**src/rtl/sb_pkg.sv**
```systemverilog
package sb_pkg;

    localparam int TAG_W = 4;

    typedef logic [TAG_W-1:0] tag_t;

    // Reserved producer tag: no result is pending for the register.
    localparam tag_t TAG_NONE = tag_t'(8);

endpackage

```
**src/rtl/sb_allclear.sv**
```systemverilog
// Per-register all-clear: a register is blocked for writing while any
// unit holds a set ready flag on a source naming it.
module sb_allclear #(
    parameter int NUM_UNITS = 4,
    parameter int NUM_REGS  = 8,
    parameter int RIDX_W    = 3
) (
    input  logic [NUM_UNITS-1:0] rd_j_i,
    input  logic [NUM_UNITS-1:0] rd_k_i,
    input  logic [RIDX_W-1:0]    fj_i [NUM_UNITS],
    input  logic [RIDX_W-1:0]    fk_i [NUM_UNITS],
    output logic [NUM_REGS-1:0]  clear_o
);

    logic [NUM_REGS-1:0] held;

    always_comb begin
        held = '0;
        for (int u = 0; u < NUM_UNITS; u++) begin
            for (int r = 0; r < NUM_REGS; r++) begin
                if (rd_j_i[u] && (fj_i[u] == RIDX_W'(r))) held[r] = 1'b1;
                if (rd_k_i[u] && (fk_i[u] == RIDX_W'(r))) held[r] = 1'b1;
            end
        end
        clear_o = ~held;
    end

endmodule

```
**src/rtl/sb_release_arb.sv**
```systemverilog
// Fixed-priority store arbiter: lowest-numbered requester wins.
module sb_release_arb #(
    parameter int NUM_UNITS = 4
) (
    input  logic [NUM_UNITS-1:0] req_i,
    output logic [NUM_UNITS-1:0] grant_o
);

    always_comb begin
        logic taken;
        taken   = 1'b0;
        grant_o = '0;
        for (int u = 0; u < NUM_UNITS; u++) begin
            if (req_i[u] && !taken) begin
                grant_o[u] = 1'b1;
                taken      = 1'b1;
            end
        end
    end

endmodule

```
**src/rtl/sb_unit_slot.sv**
```systemverilog
// Status held by the scoreboard on behalf of one functional unit.
module sb_unit_slot
    import sb_pkg::*;
#(
    parameter int OP_W   = 4,
    parameter int RIDX_W = 3
) (
    input  logic              clk,
    input  logic              rst_n,
    input  logic              issue_i,
    input  logic [OP_W-1:0]   op_i,
    input  logic [RIDX_W-1:0] fi_i,
    input  logic [RIDX_W-1:0] fj_i,
    input  logic [RIDX_W-1:0] fk_i,
    input  tag_t              qj_i,
    input  tag_t              qk_i,
    input  logic              rel_valid_i,
    input  tag_t              rel_tag_i,
    input  logic              grant_i,
    output logic              busy_o,
    output logic              running_o,
    output logic              start_o,
    output logic              rd_j_o,
    output logic              rd_k_o,
    output logic [OP_W-1:0]   op_o,
    output logic [RIDX_W-1:0] fi_o,
    output logic [RIDX_W-1:0] fj_o,
    output logic [RIDX_W-1:0] fk_o
);

    typedef struct packed {
        logic              busy;
        logic              running;
        logic [OP_W-1:0]   op;
        logic [RIDX_W-1:0] fi;
        logic [RIDX_W-1:0] fj;
        logic [RIDX_W-1:0] fk;
        tag_t              qj;
        tag_t              qk;
        logic              rj;
        logic              rk;
    } slot_t;

    slot_t slot_d, slot_q;
    logic  fire;

    always_comb begin
        slot_d = slot_q;
        fire   = slot_q.busy && !slot_q.running && slot_q.rj && slot_q.rk;

        if (fire) begin
            slot_d.running = 1'b1;
            slot_d.rj      = 1'b0;
            slot_d.rk      = 1'b0;
        end else if (slot_q.busy && !slot_q.running && rel_valid_i) begin
            if (!slot_q.rj && (slot_q.qj == rel_tag_i)) slot_d.rj = 1'b1;
            if (!slot_q.rk && (slot_q.qk == rel_tag_i)) slot_d.rk = 1'b1;
        end

        if (grant_i) begin
            slot_d.busy    = 1'b0;
            slot_d.running = 1'b0;
        end

        if (issue_i) begin
            slot_d.busy    = 1'b1;
            slot_d.running = 1'b0;
            slot_d.op      = op_i;
            slot_d.fi      = fi_i;
            slot_d.fj      = fj_i;
            slot_d.fk      = fk_i;
            slot_d.qj      = qj_i;
            slot_d.qk      = qk_i;
            slot_d.rj      = (qj_i == TAG_NONE) || (rel_valid_i && (qj_i == rel_tag_i));
            slot_d.rk      = (qk_i == TAG_NONE) || (rel_valid_i && (qk_i == rel_tag_i));
        end
    end

    always_ff @(posedge clk) begin
        if (!rst_n) begin
            slot_q    <= '0;
            slot_q.qj <= TAG_NONE;
            slot_q.qk <= TAG_NONE;
        end else begin
            slot_q <= slot_d;
        end
    end

    assign busy_o    = slot_q.busy;
    assign running_o = slot_q.running;
    assign start_o   = fire;
    assign rd_j_o    = slot_q.rj;
    assign rd_k_o    = slot_q.rk;
    assign op_o      = slot_q.op;
    assign fi_o      = slot_q.fi;
    assign fj_o      = slot_q.fj;
    assign fk_o      = slot_q.fk;

endmodule

```
**src/rtl/scoreboard_ctl.sv**
```systemverilog
// Scoreboard: in-order issue, operand-ready start, all-clear gated store.
module scoreboard_ctl
    import sb_pkg::*;
#(
    parameter  int NUM_UNITS = 4,
    parameter  int NUM_REGS  = 8,
    parameter  int DATA_W    = 60,
    parameter  int OP_W      = 4,
    localparam int RIDX_W    = $clog2(NUM_REGS),
    localparam int UID_W     = (NUM_UNITS > 1) ? $clog2(NUM_UNITS) : 1
) (
    input  logic                        clk,
    input  logic                        rst_n,
    input  logic                        iss_valid_i,
    input  logic [UID_W-1:0]            iss_unit_i,
    input  logic [OP_W-1:0]             iss_op_i,
    input  logic [RIDX_W-1:0]           iss_fi_i,
    input  logic [RIDX_W-1:0]           iss_fj_i,
    input  logic [RIDX_W-1:0]           iss_fk_i,
    output logic                        iss_stall_o,
    output logic [NUM_UNITS-1:0]        start_o,
    output logic [NUM_UNITS*OP_W-1:0]   start_op_o,
    output logic [NUM_UNITS*DATA_W-1:0] opnd_j_o,
    output logic [NUM_UNITS*DATA_W-1:0] opnd_k_o,
    input  logic [NUM_UNITS-1:0]        rel_req_i,
    input  logic [NUM_UNITS*DATA_W-1:0] rel_data_i,
    output logic [NUM_UNITS-1:0]        go_store_o,
    output logic                        wb_valid_o,
    output logic [RIDX_W-1:0]           wb_reg_o,
    output logic [DATA_W-1:0]           wb_data_o
);

    typedef struct packed {
        logic [NUM_REGS-1:0][TAG_W-1:0]  tag;
        logic [NUM_REGS-1:0][DATA_W-1:0] xreg;
        logic                            wb_valid;
        logic [RIDX_W-1:0]               wb_reg;
        logic [DATA_W-1:0]               wb_data;
    } core_t;

    core_t core_d, core_q;

    logic [NUM_UNITS-1:0] busy, running, rd_j, rd_k, grant, eligible, issue_sel;
    logic [OP_W-1:0]      slot_op [NUM_UNITS];
    logic [RIDX_W-1:0]    slot_fi [NUM_UNITS];
    logic [RIDX_W-1:0]    slot_fj [NUM_UNITS];
    logic [RIDX_W-1:0]    slot_fk [NUM_UNITS];
    logic [NUM_REGS-1:0]  clear;

    logic              accept;
    logic              rel_valid;
    tag_t              rel_tag;
    logic [RIDX_W-1:0] rel_fi;
    logic [DATA_W-1:0] rel_val;
    tag_t              src_tag_j, src_tag_k;

    // Issue: first-order conflict check
    always_comb begin
        iss_stall_o = iss_valid_i &&
                      (busy[iss_unit_i] || (tag_t'(core_q.tag[iss_fi_i]) != TAG_NONE));
        accept      = iss_valid_i && !iss_stall_o;
        src_tag_j   = tag_t'(core_q.tag[iss_fj_i]);
        src_tag_k   = tag_t'(core_q.tag[iss_fk_i]);
        for (int u = 0; u < NUM_UNITS; u++) begin
            issue_sel[u] = accept && (iss_unit_i == UID_W'(u));
        end
    end

    // Unit status slots
    generate
        for (genvar u = 0; u < NUM_UNITS; u++) begin : g_slot
            sb_unit_slot #(
                .OP_W   (OP_W),
                .RIDX_W (RIDX_W)
            ) u_slot (
                .clk         (clk),
                .rst_n       (rst_n),
                .issue_i     (issue_sel[u]),
                .op_i        (iss_op_i),
                .fi_i        (iss_fi_i),
                .fj_i        (iss_fj_i),
                .fk_i        (iss_fk_i),
                .qj_i        (src_tag_j),
                .qk_i        (src_tag_k),
                .rel_valid_i (rel_valid),
                .rel_tag_i   (rel_tag),
                .grant_i     (grant[u]),
                .busy_o      (busy[u]),
                .running_o   (running[u]),
                .start_o     (start_o[u]),
                .rd_j_o      (rd_j[u]),
                .rd_k_o      (rd_k[u]),
                .op_o        (slot_op[u]),
                .fi_o        (slot_fi[u]),
                .fj_o        (slot_fj[u]),
                .fk_o        (slot_fk[u])
            );

            assign start_op_o[u*OP_W +: OP_W]   = slot_op[u];
            assign opnd_j_o[u*DATA_W +: DATA_W] = core_q.xreg[slot_fj[u]];
            assign opnd_k_o[u*DATA_W +: DATA_W] = core_q.xreg[slot_fk[u]];
            assign eligible[u] = rel_req_i[u] && running[u] && clear[slot_fi[u]];
        end
    endgenerate

    // Third-order conflict: all-clear per register
    sb_allclear #(
        .NUM_UNITS (NUM_UNITS),
        .NUM_REGS  (NUM_REGS),
        .RIDX_W    (RIDX_W)
    ) u_allclear (
        .rd_j_i  (rd_j),
        .rd_k_i  (rd_k),
        .fj_i    (slot_fj),
        .fk_i    (slot_fk),
        .clear_o (clear)
    );

    sb_release_arb #(
        .NUM_UNITS (NUM_UNITS)
    ) u_arb (
        .req_i   (eligible),
        .grant_o (grant)
    );

    assign go_store_o = grant;

    // Release broadcast: tag, destination and data of the granted unit
    always_comb begin
        rel_valid = |grant;
        rel_tag   = TAG_NONE;
        rel_fi    = '0;
        rel_val   = '0;
        for (int u = 0; u < NUM_UNITS; u++) begin
            if (grant[u]) begin
                rel_tag = tag_t'(u);
                rel_fi  = slot_fi[u];
                rel_val = rel_data_i[u*DATA_W +: DATA_W];
            end
        end
    end

    // Tag file, register file and writeback report
    always_comb begin
        core_d          = core_q;
        core_d.wb_valid = 1'b0;
        if (rel_valid) begin
            core_d.xreg[rel_fi] = rel_val;
            if (tag_t'(core_q.tag[rel_fi]) == rel_tag) begin
                core_d.tag[rel_fi] = TAG_NONE;
            end
            core_d.wb_valid = 1'b1;
            core_d.wb_reg   = rel_fi;
            core_d.wb_data  = rel_val;
        end
        if (accept) begin
            core_d.tag[iss_fi_i] = tag_t'(iss_unit_i);
        end
    end

    always_ff @(posedge clk) begin
        if (!rst_n) begin
            core_q <= '0;
            for (int r = 0; r < NUM_REGS; r++) begin
                core_q.tag[r] <= TAG_NONE;
            end
        end else begin
            core_q <= core_d;
        end
    end

    assign wb_valid_o = core_q.wb_valid;
    assign wb_reg_o   = core_q.wb_reg;
    assign wb_data_o  = core_q.wb_data;

endmodule

```
**config.mk**
```make
export PLATFORM = sky130hd
export DESIGN_NAME = scoreboard_ctl
export DESIGN_NICKNAME = d
export VERILOG_FILES = /design/src/rtl/sb_pkg.sv /design/src/rtl/sb_allclear.sv /design/src/rtl/sb_release_arb.sv /design/src/rtl/sb_unit_slot.sv /design/src/rtl/scoreboard_ctl.sv
export SDC_FILE = /design/constraint.sdc
export NUM_CORES = 2
export LEC_CHECK = 0
export CAP_MARGIN = 20
export CORE_AREA = 2 2 365 367
export DETAILED_ROUTE_END_ITERATION = 12
export DIE_AREA = 0 0 367 369
export DONT_BUFFER_PORTS = 1
export GPL_TIMING_DRIVEN = 0
export HOLD_SLACK_MARGIN = 0.08
export SLEW_MARGIN = 20
export SYNTH_ARGS = -nofsm -noshare
export SYNTH_HDL_FRONTEND = slang
export SYNTH_HIERARCHICAL = 1
export SYNTH_SLANG_ARGS = --single-unit
```
**constraint.sdc**
```tcl
create_clock -name clk -period 5.6 [get_ports clk]
set_clock_uncertainty 0.15 [all_clocks]
set_input_delay 0.28 -clock clk [delete_from_list [all_inputs] [get_ports clk]]
set_output_delay 0.28 -clock clk [all_outputs]
set_load 0.005 [all_outputs]
```
==> metrics.txt <==
H-tree levels=3; final hold slack=0.0819 ns; cell area after layout=0.0659 mm^2; synth top area cells=mux4_2 (40%), dfxtp_1 (24%), mux2_2 (9.8%); Pleak=21.1 nW; Tcrit/Tclk final=99.3%; Max Cap Viol=0; core area=0.131 mm^2; setup violators final=0; total number of yosys warnings=6; Worst EP required=6.08 ns; root buf cell=clkbuf_16; Crit. End Element=flip-flop; Reg2Reg Setup Slack=0.04 ns; final core occ=50.2%; DRT Wirelength=297000 um; die area=0.135 mm^2; measured slew at the worst slew-check pin=1.32 ns; Rel. slew slack=11.7%; met2 Track Usage GR=61.8%; I/O Buffers=0; most used routing layer=met2; met3 Usage GRT=22.3%; starting density of the core=42.8%; total power=12.2 mW; status=finished clean; setup TNS=0 ns; commonest cells in the netlist=mux4_2 (988), dfxtp_1 (676), nor2_1 (560), mux2_2 (489), a211oi_1 (481); Final Slew Violations=0; Synth cell types=78; Clk pin slew, worst setup/hold paths=0.06 ns; # IOs=831; DRT Pass-1 Iters=8; Max Root-Sink Buffers=3; worst skew pair latency=0.74 ns; placed cell areas=0.0592 mm^2; P&R area growth vs syn=17.4%; DRC violations left=0; Rows=133; Synth Flop Type=dfxtp_1; initial DRC count=8507; final worst setup slack=0.0375 ns; routed vias/inst=7.52; gpl congestion=1.01; post-synthesis mux area share=51.2%; initial antenna violation count=6; CTS tree=yes; FF+latch count, synth=676; DRT antenna net count=0; largest net degree at the start of global routing=34; worst hold path type=input port to flip-flop; pre-CTS WS=-2.20 ns; worst endpoint data arrival time=6.04 ns; Post-Layout Cell Count=6953; grt met1 use=49.3%; total track usage=42.6%; post-synthesis simple-gate area fraction=7.39%; vias in the first global route=49300; critical path peak fanout=10; Die X=367 um; post-synthesis cell area=0.0561 mm^2; Seq/Total Area, Yosys=24.1%; routed length per instance=42.8 um; total gr overflow=0; Syn Area/Cell=12.0 um^2; xor and xnor area share after synthesis=0.999%; fin nets=5387; most instantiated library cell after synthesis=mux4_2; CTS Sinks=676; Synth Area in Compound Gates=10.9%; Setup CP Type=flip-flop to flip-flop; VDD IR max=0.000206 V; Syn Inst Count=4694; PwrDens=185 mW/mm^2; largest family of logic cells by synthesized area=multiplexers; die span in y=369 um; Post-Synth Adder-Cell Area=0%; Post-DP HPWL=207000 um; Startpoint Class=flip-flop; layout cells sized above 1=42.2%; CTS Buf Count=86; number of synthesized flops with an enable pin=0; post-synth top area share=39.7%; dpl cells=6511; Tmin final=5.56 ns; routed vias=52300; Fin. Hold Viols=0; first-pass GRT wire length=404000 um; area leader, netlist=mux4_2; async set-reset flop share out of synthesis=0%; Fmax achieved=0.180 GHz
-- cells in the final DEF (no fill, tap or decap), types with 20 or more instances in the layout --
cell type	Yosys	layout
clkbuf_1	313	228
mux4_2	988	988
a211oi_1	481	481
buf_6	3	24
clkbuf_16	0	87
buf_12	0	21
a221oi_2	20	34
a22oi_1	61	58
clkbuf_2	0	101
a221oi_4	0	25
buf_2	48	105
dfxtp_1	676	676
buf_1	141	35
clkbuf_4	0	21
nor3_1	34	28
xor2_1	44	44
nor2_1	560	554
mux2_2	489	489
buf_4	131	175
nor2b_1	90	86
mux2i_1	92	92
xnor2_1	20	20
a21oi_1	80	79
dlygate4sd3_1	0	254
nand2_1	117	117
-- worst max-delay path, cell delays in order (launching register included) --
cell and delay, ns:
dfxtp_1 0.31, buf_4 0.19, or2b_1 0.18, o22ai_1 0.09, a221o_1 0.32, nor4_4 0.41
mux4_2 0.31, nand2_1 0.07, a21oi_2 0.29, nor3b_4 0.45, buf_4 0.23, clkbuf_2 0.33
buf_12 0.24, clkbuf_1 0.47, a22oi_1 0.20, nor2_1 0.24, a221oi_2 0.08, dlygate4sd3_1 0.65
a21oi_1 0.17
-- power breakdown --
group	switching, mW	internal [mW]
clock network	2.50	3.43
registers	0.0274	4.83
logic	0.874	0.506
-- metal layers --
layer / vias to the layer above / share of wire, %
li1: 19800 / -
met1: 26100 / 33
met2: 5025 / 42
met3: 1253 / 17
met4: 6 / 8.1
met5: - / 0.11
-- final timing paths --
path	start	endpoint	depth (start not counted)
worst min register to register	wb_data_o[45]	wb_data_o[45]	2
worst max-delay path	g_slot[0].u_slot/fk_o[1]	wb_data_o[33]	18
worst max register to register	g_slot[0].u_slot/fk_o[1]	wb_data_o[33]	18
worst min-delay path	rel_data_i[167]	wb_data_o[47]	5
-- cells by family after synthesis --
| family | count (synthesis) |
|---|---|
| xor+xnor | 64 |
| compound gates | 806 |
| flops | 676 |
| other cells | 1 |
| simple gates | 923 |
| mux | 1571 |
| buf+inv | 653 |
-- repair_timing --
| item | in CTS | in global routing |
|---|---|---|
| gates resized for setup | 149 | 51 |
| setup buffers | 19 | 8 |
| pin swaps | 4 | 6 |
| hold buffers | 255 | 0 |
| gates cloned | 1 | 0 |
| setup endpoints to repair | 576 | 549 |
| endpoints found under the hold margin | 660 | 0 |
-- cell type report --
| cell class | count | area (um^2) |
|---|---|---|
| clock inverter | 40 | 487 |
| buffer | 630 | 3290 |
| clock buffer | 109 | 2420 |
| sequential | 676 | 13500 |
| tap | 1755 | 2200 |
| fill | 11700 | 65300 |
| inverter | 17 | 67.6 |
| timing repair buffer | 333 | 3490 |
| multi-input combinational | 3381 | 40400 |
| antenna | 12 | 30.0 |
Power figures use the tool's default switching activity.
